**src/rtl/alu_pkg.sv**
```systemverilog
// Shared operation codes for the integer ALU.
// Assumes a 4-bit operation select driven by the decode stage.
package alu_pkg;
    typedef enum logic [3:0] {
        OP_ADD  = 4'd0,
        OP_ADDU = 4'd1,
        OP_SUB  = 4'd2,
        OP_SUBU = 4'd3,
        OP_SLT  = 4'd4,
        OP_SLTU = 4'd5,
        OP_SLL  = 4'd6,
        OP_SRL  = 4'd7,
        OP_SRA  = 4'd8,
        OP_SLLV = 4'd9,
        OP_SRLV = 4'd10,
        OP_SRAV = 4'd11,
        OP_AND  = 4'd12,
        OP_OR   = 4'd13,
        OP_NOR  = 4'd14,
        OP_XOR  = 4'd15
    } alu_op_e;

    typedef enum logic [1:0] {
        LG_AND = 2'd0,
        LG_OR  = 2'd1,
        LG_NOR = 2'd2,
        LG_XOR = 2'd3
    } logic_fn_e;
endpackage

```
**src/rtl/alu_addsub.sv**
```systemverilog
// Shared adder for add, subtract and both compares.
// Subtract feeds ~b with carry-in 1. Reports the signed overflow,
// the signed less-than and the unsigned less-than of a against b.
// Assumes sub=1 whenever a compare result is consumed.
module alu_addsub #(
    parameter int W = 32
) (
    input  logic [W-1:0] a,
    input  logic [W-1:0] b,
    input  logic         sub,
    output logic [W-1:0] sum,
    output logic         ovf,
    output logic         lt_s,
    output logic         lt_u
);
    logic [W-1:0] b_eff;
    logic [W:0]   wide;

    // Select b or its inverse and add with carry-in.
    always_comb begin
        b_eff = sub ? ~b : b;
        wide  = {1'b0, a} + {1'b0, b_eff} + {{W{1'b0}}, sub};
        sum   = wide[W-1:0];
    end

    // Sign-based overflow and the two compare flags.
    always_comb begin
        if (sub)
            ovf = (a[W-1] != b[W-1]) && (sum[W-1] != a[W-1]);
        else
            ovf = (a[W-1] == b[W-1]) && (sum[W-1] != a[W-1]);
        lt_s = sum[W-1] ^ ovf;
        lt_u = ~wide[W];
    end

    // Mixed-sign add and same-sign subtract never overflow.
    always_comb begin
        if (!sub && (a[W-1] != b[W-1]))
            AST_MIXED_ADD_SAFE: assert (!ovf);
        if (sub && (a[W-1] == b[W-1]))
            AST_SAME_SUB_SAFE: assert (!ovf);
    end
endmodule

```
**src/rtl/alu_shifter.sv**
```systemverilog
// Logarithmic barrel shifter. It shifts right with a zero or sign fill.
// A left shift reverses the bits, shifts right and reverses back.
// Assumes arith is only used with dir_left=0.
module alu_shifter #(
    parameter int W   = 32,
    parameter int SHW = $clog2(W)
) (
    input  logic [W-1:0]   din,
    input  logic [SHW-1:0] amt,
    input  logic           dir_left,
    input  logic           arith,
    output logic [W-1:0]   dout
);
    logic [W-1:0] rev_in;
    logic [W-1:0] rev_out;
    logic [W-1:0] src;
    logic         fill;
    logic [W-1:0] stage [SHW+1];

    genvar gi;
    generate
        for (gi = 0; gi < W; gi++) begin : g_rev
            assign rev_in[gi]  = din[W-1-gi];
            assign rev_out[gi] = stage[SHW][W-1-gi];
        end
    endgenerate

    // Pick the stage input and the fill bit.
    always_comb begin
        src  = dir_left ? rev_in : din;
        fill = arith & ~dir_left & din[W-1];
    end

    assign stage[0] = src;

    generate
        for (gi = 0; gi < SHW; gi++) begin : g_stage
            localparam int STEP = 1 << gi;
            assign stage[gi+1] = amt[gi] ? {{STEP{fill}}, stage[gi][W-1:STEP]}
                                         : stage[gi];
        end
    endgenerate

    // Restore the bit order for left shifts.
    always_comb begin
        dout = dir_left ? rev_out : stage[SHW];
    end

    // A zero amount passes the operand through unchanged.
    always_comb begin
        if (amt == '0)
            AST_ZERO_SHIFT_PASS: assert (dout == din);
    end
endmodule

```
**src/rtl/alu_logic.sv**
```systemverilog
// Bitwise AND, OR, NOR and XOR unit.
// Assumes the function code comes from alu_pkg::logic_fn_e.
module alu_logic #(
    parameter int W = 32
) (
    input  logic [W-1:0]        a,
    input  logic [W-1:0]        b,
    input  alu_pkg::logic_fn_e  fn,
    output logic [W-1:0]        y
);
    import alu_pkg::*;

    // Apply the selected bitwise function.
    always_comb begin
        case (fn)
            LG_AND:  y = a & b;
            LG_OR:   y = a | b;
            LG_NOR:  y = ~(a | b);
            default: y = a ^ b;
        endcase
    end
endmodule

```
**src/rtl/int_alu_trap.sv**
```systemverilog
// Integer ALU top. It decodes the operation code and steers the operands
// to the shared adder, the shifter and the logic unit. It registers the
// result and raises a one-cycle trap on signed add or subtract overflow.
// Assumes: a variable shift takes its amount from opa[SHW-1:0], and
// every shift moves opb.
module int_alu_trap #(
    parameter int W   = 32,
    parameter int SHW = $clog2(W)
) (
    input  logic           clk,
    input  logic           rst_n,
    input  logic           in_valid,
    input  logic [3:0]     op,
    input  logic [W-1:0]   opa,
    input  logic [W-1:0]   opb,
    input  logic [SHW-1:0] shamt,
    output logic           res_valid,
    output logic [W-1:0]   result,
    output logic           ovf_trap
);
    import alu_pkg::*;

    alu_op_e        op_e;
    logic           do_sub;
    logic           trap_op;
    logic [W-1:0]   as_sum;
    logic           as_ovf;
    logic           as_lt_s;
    logic           as_lt_u;
    logic [SHW-1:0] sh_amt;
    logic           sh_left;
    logic           sh_arith;
    logic [W-1:0]   sh_out;
    logic_fn_e      lg_fn;
    logic [W-1:0]   lg_out;
    logic [W-1:0]   res_d;

    // Decode the operation into unit controls.
    always_comb begin
        op_e     = alu_op_e'(op);
        do_sub   = (op_e == OP_SUB) || (op_e == OP_SUBU) ||
                   (op_e == OP_SLT) || (op_e == OP_SLTU);
        trap_op  = (op_e == OP_ADD) || (op_e == OP_SUB);
        sh_amt   = ((op_e == OP_SLLV) || (op_e == OP_SRLV) || (op_e == OP_SRAV))
                   ? opa[SHW-1:0] : shamt;
        sh_left  = (op_e == OP_SLL) || (op_e == OP_SLLV);
        sh_arith = (op_e == OP_SRA) || (op_e == OP_SRAV);
        lg_fn    = logic_fn_e'(op[1:0]);
    end

    alu_addsub #(.W(W)) u_addsub (
        .a    (opa),
        .b    (opb),
        .sub  (do_sub),
        .sum  (as_sum),
        .ovf  (as_ovf),
        .lt_s (as_lt_s),
        .lt_u (as_lt_u)
    );

    alu_shifter #(.W(W), .SHW(SHW)) u_shift (
        .din      (opb),
        .amt      (sh_amt),
        .dir_left (sh_left),
        .arith    (sh_arith),
        .dout     (sh_out)
    );

    alu_logic #(.W(W)) u_logic (
        .a  (opa),
        .b  (opb),
        .fn (lg_fn),
        .y  (lg_out)
    );

    // Select the unit output for the current operation.
    always_comb begin
        case (op_e)
            OP_ADD, OP_ADDU, OP_SUB, OP_SUBU: res_d = as_sum;
            OP_SLT:  res_d = {{(W-1){1'b0}}, as_lt_s};
            OP_SLTU: res_d = {{(W-1){1'b0}}, as_lt_u};
            OP_SLL, OP_SRL, OP_SRA,
            OP_SLLV, OP_SRLV, OP_SRAV: res_d = sh_out;
            default: res_d = lg_out;
        endcase
    end

    // Output register: result, valid and the trap strobe.
    always_ff @(posedge clk) begin
        if (!rst_n) begin
            res_valid <= 1'b0;
            result    <= '0;
            ovf_trap  <= 1'b0;
        end else begin
            res_valid <= in_valid;
            if (in_valid)
                result <= res_d;
            ovf_trap  <= in_valid && trap_op && as_ovf;
        end
    end

    AST_TRAP_SIGNED_ONLY: assert property (@(posedge clk) disable iff (!rst_n)
        ovf_trap |-> ($past(op) == OP_ADD || $past(op) == OP_SUB));

    AST_TRAP_NEEDS_VALID: assert property (@(posedge clk) disable iff (!rst_n)
        ovf_trap |-> res_valid);

    AST_VALID_FOLLOWS: assert property (@(posedge clk) disable iff (!rst_n)
        in_valid |=> res_valid);

    AST_SLT_UPPER_ZERO: assert property (@(posedge clk) disable iff (!rst_n)
        (in_valid && (op == OP_SLT || op == OP_SLTU)) |=> (result[W-1:1] == '0));
endmodule

```
**config.mk**
```make
export PLATFORM = sky130hd
export DESIGN_NAME = int_alu_trap
export DESIGN_NICKNAME = d
export VERILOG_FILES = /design/src/rtl/alu_pkg.sv /design/src/rtl/alu_addsub.sv /design/src/rtl/alu_shifter.sv /design/src/rtl/alu_logic.sv /design/src/rtl/int_alu_trap.sv
export SDC_FILE = /design/constraint.sdc
export NUM_CORES = 1
export LEC_CHECK = 0
export ABC_AREA = 1
export BUFFER_PORTS_ARGS = -buffer_cell sky130_fd_sc_hd__buf_2
export CAP_MARGIN = 20
export CORE_MARGIN = 8
export CORE_UTILIZATION = 30
export CTS_BUF_LIST = sky130_fd_sc_hd__clkbuf_16
export DETAILED_ROUTE_END_ITERATION = 10
export PLACE_DENSITY = 0.5
export SLEW_MARGIN = 0
export SYNTH_ARGS = -nofsm -noshare
export SYNTH_HDL_FRONTEND = slang
export SYNTH_SLANG_ARGS = --single-unit
export TNS_END_PERCENT = 5
```
**constraint.sdc**
```tcl
create_clock -name clk -period 3.2 [get_ports clk]
set_clock_uncertainty 0.15 [all_clocks]
set_input_delay 0.48 -clock clk [delete_from_list [all_inputs] [get_ports clk]]
set_output_delay 0.48 -clock clk [all_outputs]
set_load 0.05 [all_outputs]
```
==> flow_summary.json, run 1 <==
{
  "status": "complete, no violations",
  "synthTopCellsByArea": "nand3_1 23%, nand2_1 21%, ha_1 14%",
  "die_h_um": 185,
  "cts_root_buf": "clkbuf_16",
  "tightest_slew_ns": 0.911,
  "synth-edff-count": 0,
  "gp_congestion": 0.976,
  "io_buffers": 109,
  "internal_power_w": 0.00180,
  "grt_max_degree": 37,
  "crit_path_max_fanout": 7,
  "yosysTopAreaCell": "nand3_1",
  "die_area_mm2": 0.0342,
  "total_power_w": 0.00368,
  "die_w_um": 185,
  "first_global_vias": 11294,
  "clock_latency_ns": 0.29,
  "route.detailed.wl_per_inst_um": 20.4,
  "fin_crit_sh_pct": 97.3,
  "final.setup.tns_ns": 0,
  "power.switching_w": 0.00187,
  "drc": 0,
  "synthCells": 1575,
  "drt-pass1-iter-count": 7,
  "synthDominantCellAreaShare_pct": 23.0,
  "clock-sinks": 34,
  "start_util_pct": 30.1,
  "core.rowCount": 62,
  "nets": 1991,
  "fmax_mhz": 321,
  "vias_per_cell": 5.34,
  "worstHoldStart": "rst_n",
  "maxSlewViolCount": 0,
  "seqPwrFrac_pct": 12.9,
  "insertedDiodeCount": 0,
  "yosys_register_bits": 34,
  "synth_warnings": 0,
  "fillers": 3183,
  "hold_class": "in2reg",
  "wl_um": 45000,
  "grt_pass1_wl_um": 67500,
  "vias": 11765,
  "ys.flop_type": "dfxtp_1",
  "syn_area_per_cell_um2": 5.43,
  "powerDensity_mw_per_mm2": 316,
  "synth_cell_types": 39,
  "p_leak_nw": 6.13,
  "finalSetupViolCount": 0,
  "arrival_ns": 3.19,
  "area_delta_synth_final_pct": 35.9,
  "endpoint_kind": "flop",
  "worstRegToRegCells": 2,
  "first_iter_violations": 1117,
  "min_to": "res_valid",
  "yosysMostFrequentCell": "nand2_1",
  "hold_viol_final": 0,
  "placed_cells": 2178,
  "rsz0062_at_grt": "yes",
  "ys_seq_area_share_pct": 7.96,
  "cts_tree": "built",
  "grt_overflow": 0,
  "reg2reg_to": "result[27]",
  "syn_nets": 1747,
  "clockBufferDepth": 2,
  "antenna_found_initial": 0,
  "synthTopCellsByCount": "475 x nand2_1, 393 x nand3_1, 161 x inv_1",
  "path_class": "in2reg",
  "num_io_pins": 110,
  "coreArea_mm2": 0.0284,
  "clkTransAtPathRegs_ns": 0.06,
  "min_path_cells": 3,
  "comb_power_share_pct": 73.8,
  "layout-drive-gt1-share_pct": 23.7,
  "min_period_ns": 3.11,
  "async_flop_share_pct": 0,
  "swShare_pct": 51.0,
  "cp-start-kind": "input pin",
  "grt_usage_pct": 25.9,
  "cts-htree-levels": 2,
  "final_antenna_net_count": 0,
  "fin_cells": 2203,
  "syn-cell-area_mm2": 0.00855,
  "reg2reg_slack_ns": 2.34,
  "dp_hpwl_um": 36200,
  "rr_startpoint": "result[27]",
  "cts_inserted_buffers": 5,
  "cp.required_ns": 3.27,
  "max-cap-violations": 0,
  "p_clk_share_pct": 13.2,
  "ir_worst_vdd_v": 0.000205,
  "relSlewSlack_pct": 39.2
}
-- per-layer routing --
| metal | part of all wire [%] | global-route usage, % |
|---|---|---|
| met1 | 41 | 31.2 |
| met2 | 49 | 46.1 |
| met3 | 5.7 | 2.59 |
| met4 | 5.0 | 11.1 |
| met5 | 0 | 0 |
-- cell type report --
cell class	count	area (um2)	area share (%)
Multi-Input combinational cell	1292	7310	62.9
Timing Repair Buffer	318	2390	20.5
Sequential cell	34	681	5.85
Inverter	168	631	5.42
Tap cell	384	480	4.13
Clock buffer	5	125	1.08
Clock inverter	2	10.0	0.0861
-- flip-flops by register name, summed over array words and instances (netlist names) --
| name | count |
|---|---|
| ovf_trap | 1 |
| result | 32 |
| res_valid | 1 |
-- per-stage QoR --
| stage | setup slack (ns) | utilization, % | instance area [um2] | hold WS [ns] |
|---|---|---|---|---|
| global placement | -0.418 | 38.6 | 11000 | 0.302 |
| finish | 0.0856 | 40.9 | 11600 | 0.260 |
| detailed placement | -0.441 | 38.6 | 11000 | 0.306 |
| floorplan | 0.0572 | - | 8560 | 0.445 |
| global route | -0.0808 | 40.9 | 11600 | 0.276 |
| CTS | -0.0139 | 39.3 | 11200 | 0.259 |
-- layout by cell type (no fill, tap or decap), types with 3 or more instances in the layout --
cell type  count
a21o_1        11
nor2_2        12
o21bai_1       4
nand3_2        5
buf_2        109
a221oi_1      33
a21oi_1       60
nand3_1      388
ha_2           4
nor3_2         3
nand2_2       24
xor2_1        28
o21ai_0       54
ha_1          89
clkbuf_16      5
inv_2          7
a21oi_2       20
nand4_1        3
inv_1        160
dfxtp_1       34
nor3_1         6
or2_2          4
o21ai_2        7
nand2_1      454
xor2_2         5
nor2_1        40
o21ai_1        8
buf_12        21
buf_4        186
-- power by group through the flow --
| stage | registers [W] | clock network [W] | logic, W |
|---|---|---|---|
| after detailed placement | 0.000485 | 0 | 0.00250 |
| final | 0.000476 | 0.000486 | 0.00271 |
| after CTS | 0.000476 | 0.000495 | 0.00254 |
| after floorplan | 0.000599 | 0 | 0.00128 |
| after global routing | 0.000480 | 0.000514 | 0.00296 |
| after global placement | 0.000485 | 0 | 0.00250 |
-- worst max-delay path by stage --
stage	start	end	slack, ns	depth (start not counted)
final	op[2]	result[30]	0.09	21
after global placement	op[3]	result[30]	-0.42	19
after detailed placement	op[3]	result[30]	-0.44	19
after CTS	op[3]	result[21]	-0.01	25
after global routing	op[2]	result[30]	-0.08	21
after floorplan	op[3]	result[31]	0.06	20
-- cell families (layout without fill, tap and decap cells) --
kind of cell	Yosys count	after routing	synth area share, %
AOI/OAI and AO/OA	211	211	14.7
xor gates and xnor gates	35	35	3.58
buffers and inverters	249	493	11.3
and+or+nand+nor	950	950	48.3
DFF	34	34	7.96
adders and majority gates	96	96	14.1
-- worst max-delay path, cell delays in order --
cell and delay, ns:
buf_2 0.14, nor2_4 0.12, nand2_2 0.07, nand2_2 0.08, buf_12 0.14, buf_8 0.14, xor2_2 0.19, ha_4 0.24
a21oi_1 0.13, nand2_1 0.13, a21oi_4 0.29, inv_2 0.09, a21oi_2 0.16, inv_1 0.10, nand3_2 0.09, nand2_2 0.08
a21oi_2 0.16, o21ai_2 0.08, nand3_1 0.09, nand2_1 0.05, a21oi_1 0.12
-- timing repair --
item / in CTS / in global routing
hold buffers: 0 / 0
gates resized for setup: 19 / 88
pin swaps: 3 / 30
setup buffers: 2 / 16
endpoints found under the setup margin: 13 / 25
gates cloned: 0 / 0
hold endpoints to repair: 0 / 0
(Power assumes the default switching activity.)
==> inputs of run 2 (changes only) <==
--- a/config.mk
+++ b/config.mk
@@ -11,9 +11,11 @@
 export CORE_MARGIN = 8
 export CORE_UTILIZATION = 30
 export CTS_BUF_LIST = sky130_fd_sc_hd__clkbuf_16
+export CTS_CLUSTER_SIZE = 10
 export DETAILED_ROUTE_END_ITERATION = 10
+export GPL_TIMING_DRIVEN = 0
 export PLACE_DENSITY = 0.5
-export SLEW_MARGIN = 0
+export SLEW_MARGIN = 20
 export SYNTH_ARGS = -nofsm -noshare
 export SYNTH_HDL_FRONTEND = slang
 export SYNTH_SLANG_ARGS = --single-unit
==> flow_summary.json, run 2 (synthesis gave the netlist of run 1 again) <==
{
  "status": "complete, no violations",
  "clkTransAtPathRegs_ns": 0.05,
  "num_io_pins": 110,
  "relSlewSlack_pct": 44.6,
  "largest_reg_flops": 32,
  "clock_latency_ns": 0.27,
  "ir_worst_vdd_v": 0.000297,
  "grt_pass1_wl_um": 66600,
  "die_area_mm2": 0.0342,
  "place_area_mm2": 0.00958,
  "final_cell_mix": "454 x nand2_1, 377 x nand3_1, 159 x inv_1",
  "die_w_um": 185,
  "powerDensity_mw_per_mm2": 318,
  "layout_commonest_cell": "nand2_1",
  "placed_cells": 2067,
  "io_buffers": 108,
  "min_period_ns": 3.15,
  "fmax_mhz": 317,
  "final.setup.tns_ns": 0,
  "regMostFlops": "result",
  "hold_viol_final": 0,
  "hold_buffers": 0,
  "first_global_vias": 10898,
  "rsz0062_at_grt": "yes",
  "swShare_pct": 54.6,
  "grt_overflow": 0,
  "top_regs": "result x32, ovf_trap x1, res_valid x1",
  "tightest_slew_ns": 0.830,
  "seqPwrFrac_pct": 14.0,
  "drc": 0,
  "clock-sinks": 34,
  "antenna_found_initial": 0,
  "hold_class": "reg2reg",
  "first_iter_violations": 1210,
  "die_h_um": 185,
  "gp_congestion": 0.985,
  "nets": 1884,
  "fin_crit_sh_pct": 98.6,
  "reg2reg_slack_ns": 2.44,
  "fin_hold_ws_ns": 0.310,
  "core.rowCount": 62,
  "coreArea_mm2": 0.0284,
  "route.detailed.wl_per_inst_um": 21.4,
  "max-cap-violations": 0,
  "path_class": "in2reg",
  "utilization_pct": 37.4,
  "comb_power_share_pct": 72.5,
  "dp_hpwl_um": 37100,
  "final_antenna_net_count": 0,
  "p_clk_share_pct": 13.4,
  "grt_usage_pct": 25.6,
  "cp-start-kind": "input pin",
  "finalSetupViolCount": 0,
  "area_delta_synth_final_pct": 24.1,
  "vias_per_cell": 5.51,
  "drt-pass1-iter-count": 7,
  "cts-htree-levels": 2,
  "layout-drive-gt1-share_pct": 17.7,
  "cts_root_buf": "clkbuf_16",
  "internal_power_w": 0.00153,
  "clockBufferDepth": 2,
  "endpoint_kind": "flop",
  "cp.required_ns": 3.19,
  "crit_path_max_fanout": 6,
  "insertedDiodeCount": 0,
  "cts_inserted_buffers": 5,
  "p_leak_nw": 5.38,
  "wl_um": 44800,
  "cts_tree": "built",
  "fin_cells": 2097,
  "design_area_mm2": 0.0106,
  "vias": 11545,
  "start_util_pct": 30.1,
  "maxSlewViolCount": 0,
  "grt_max_degree": 12,
  "arrival_ns": 3.15,
  "power.switching_w": 0.00185
}
-- run 2: changes by cell type in the layout (fill, tap and decap cells not counted), sizes merged --
cell	change
buf	-157
clkbuf	+49
bufbuf	+1
clkinvlp	+1
-- run 2: path summary, 6_finish.rpt --
| kind | startpoint | end | cells past startpoint |
|---|---|---|---|
| worst max-delay path | op[3] | result[14] | 17 |
| worst min-delay path | result[16] | result[16] | 2 |
| worst max register to register | result[30] | result[30] | 2 |
| worst min register to register | result[16] | result[16] | 2 |
-- run 2: timing repair --
| action | CTS | global route |
|---|---|---|
| setup endpoints to repair | 28 | 33 |
| cloned | 1 | 0 |
| resized for setup | 44 | 142 |
| pin swaps | 7 | 31 |
| buffers inserted | 4 | 17 |
-- run 2: power groups by stage --
stage	registers, W	logic [W]	clock network [W]
after global placement	0.000483	0.00212	0
after floorplan	0.000599	0.00128	0
final	0.000474	0.00245	0.000454
after detailed placement	0.000483	0.00212	0
after CTS	0.000474	0.00219	0.000466
after global routing	0.000479	0.00266	0.000484
-- run 2: worst max-delay path, stage by stage --
cell and delay (ns):
buf_4 0.15, nor2_4 0.15, nand2_4 0.09, nand2_8 0.13, bufbuf_16 0.30, xor2_2 0.13, ha_1 0.28, a21o_1 0.22
a21oi_4 0.23, inv_2 0.11, a21oi_4 0.17, inv_2 0.06, buf_4 0.13, o21ai_0 0.24, nand3_1 0.12, nand2_1 0.09
a21oi_1 0.06
-- run 2: metrics by stage --
| step | setup slack (ns) | power [W] |
|---|---|---|
| floorplan | 0.0572 | 0.00188 |
| global route | -0.0801 | 0.00362 |
| global placement | -1.20 | 0.00261 |
| detailed placement | -1.25 | 0.00260 |
| finish | 0.0457 | 0.00338 |
| CTS | -0.00743 | 0.00313 |
-- run 2: layout make-up --
| cell class | instances | area (um2) |
|---|---|---|
| fill | 3319 | 17800 |
| clock inverter | 3 | 16.3 |
| multi-input combinational | 1292 | 7520 |
| inverter | 168 | 636 |
| buffer | 81 | 400 |
| clock buffer | 5 | 125 |
| sequential | 34 | 681 |
| tap | 384 | 480 |
| timing repair buffer | 130 | 758 |
-- run 2: metal layers --
metal / GRT usage [%] / wire length (um)
met5: 0 / 0
met4: 10.6 / 2520
met3: 3.08 / 2890
met2: 44.1 / 21000
met1: 31.9 / 18500
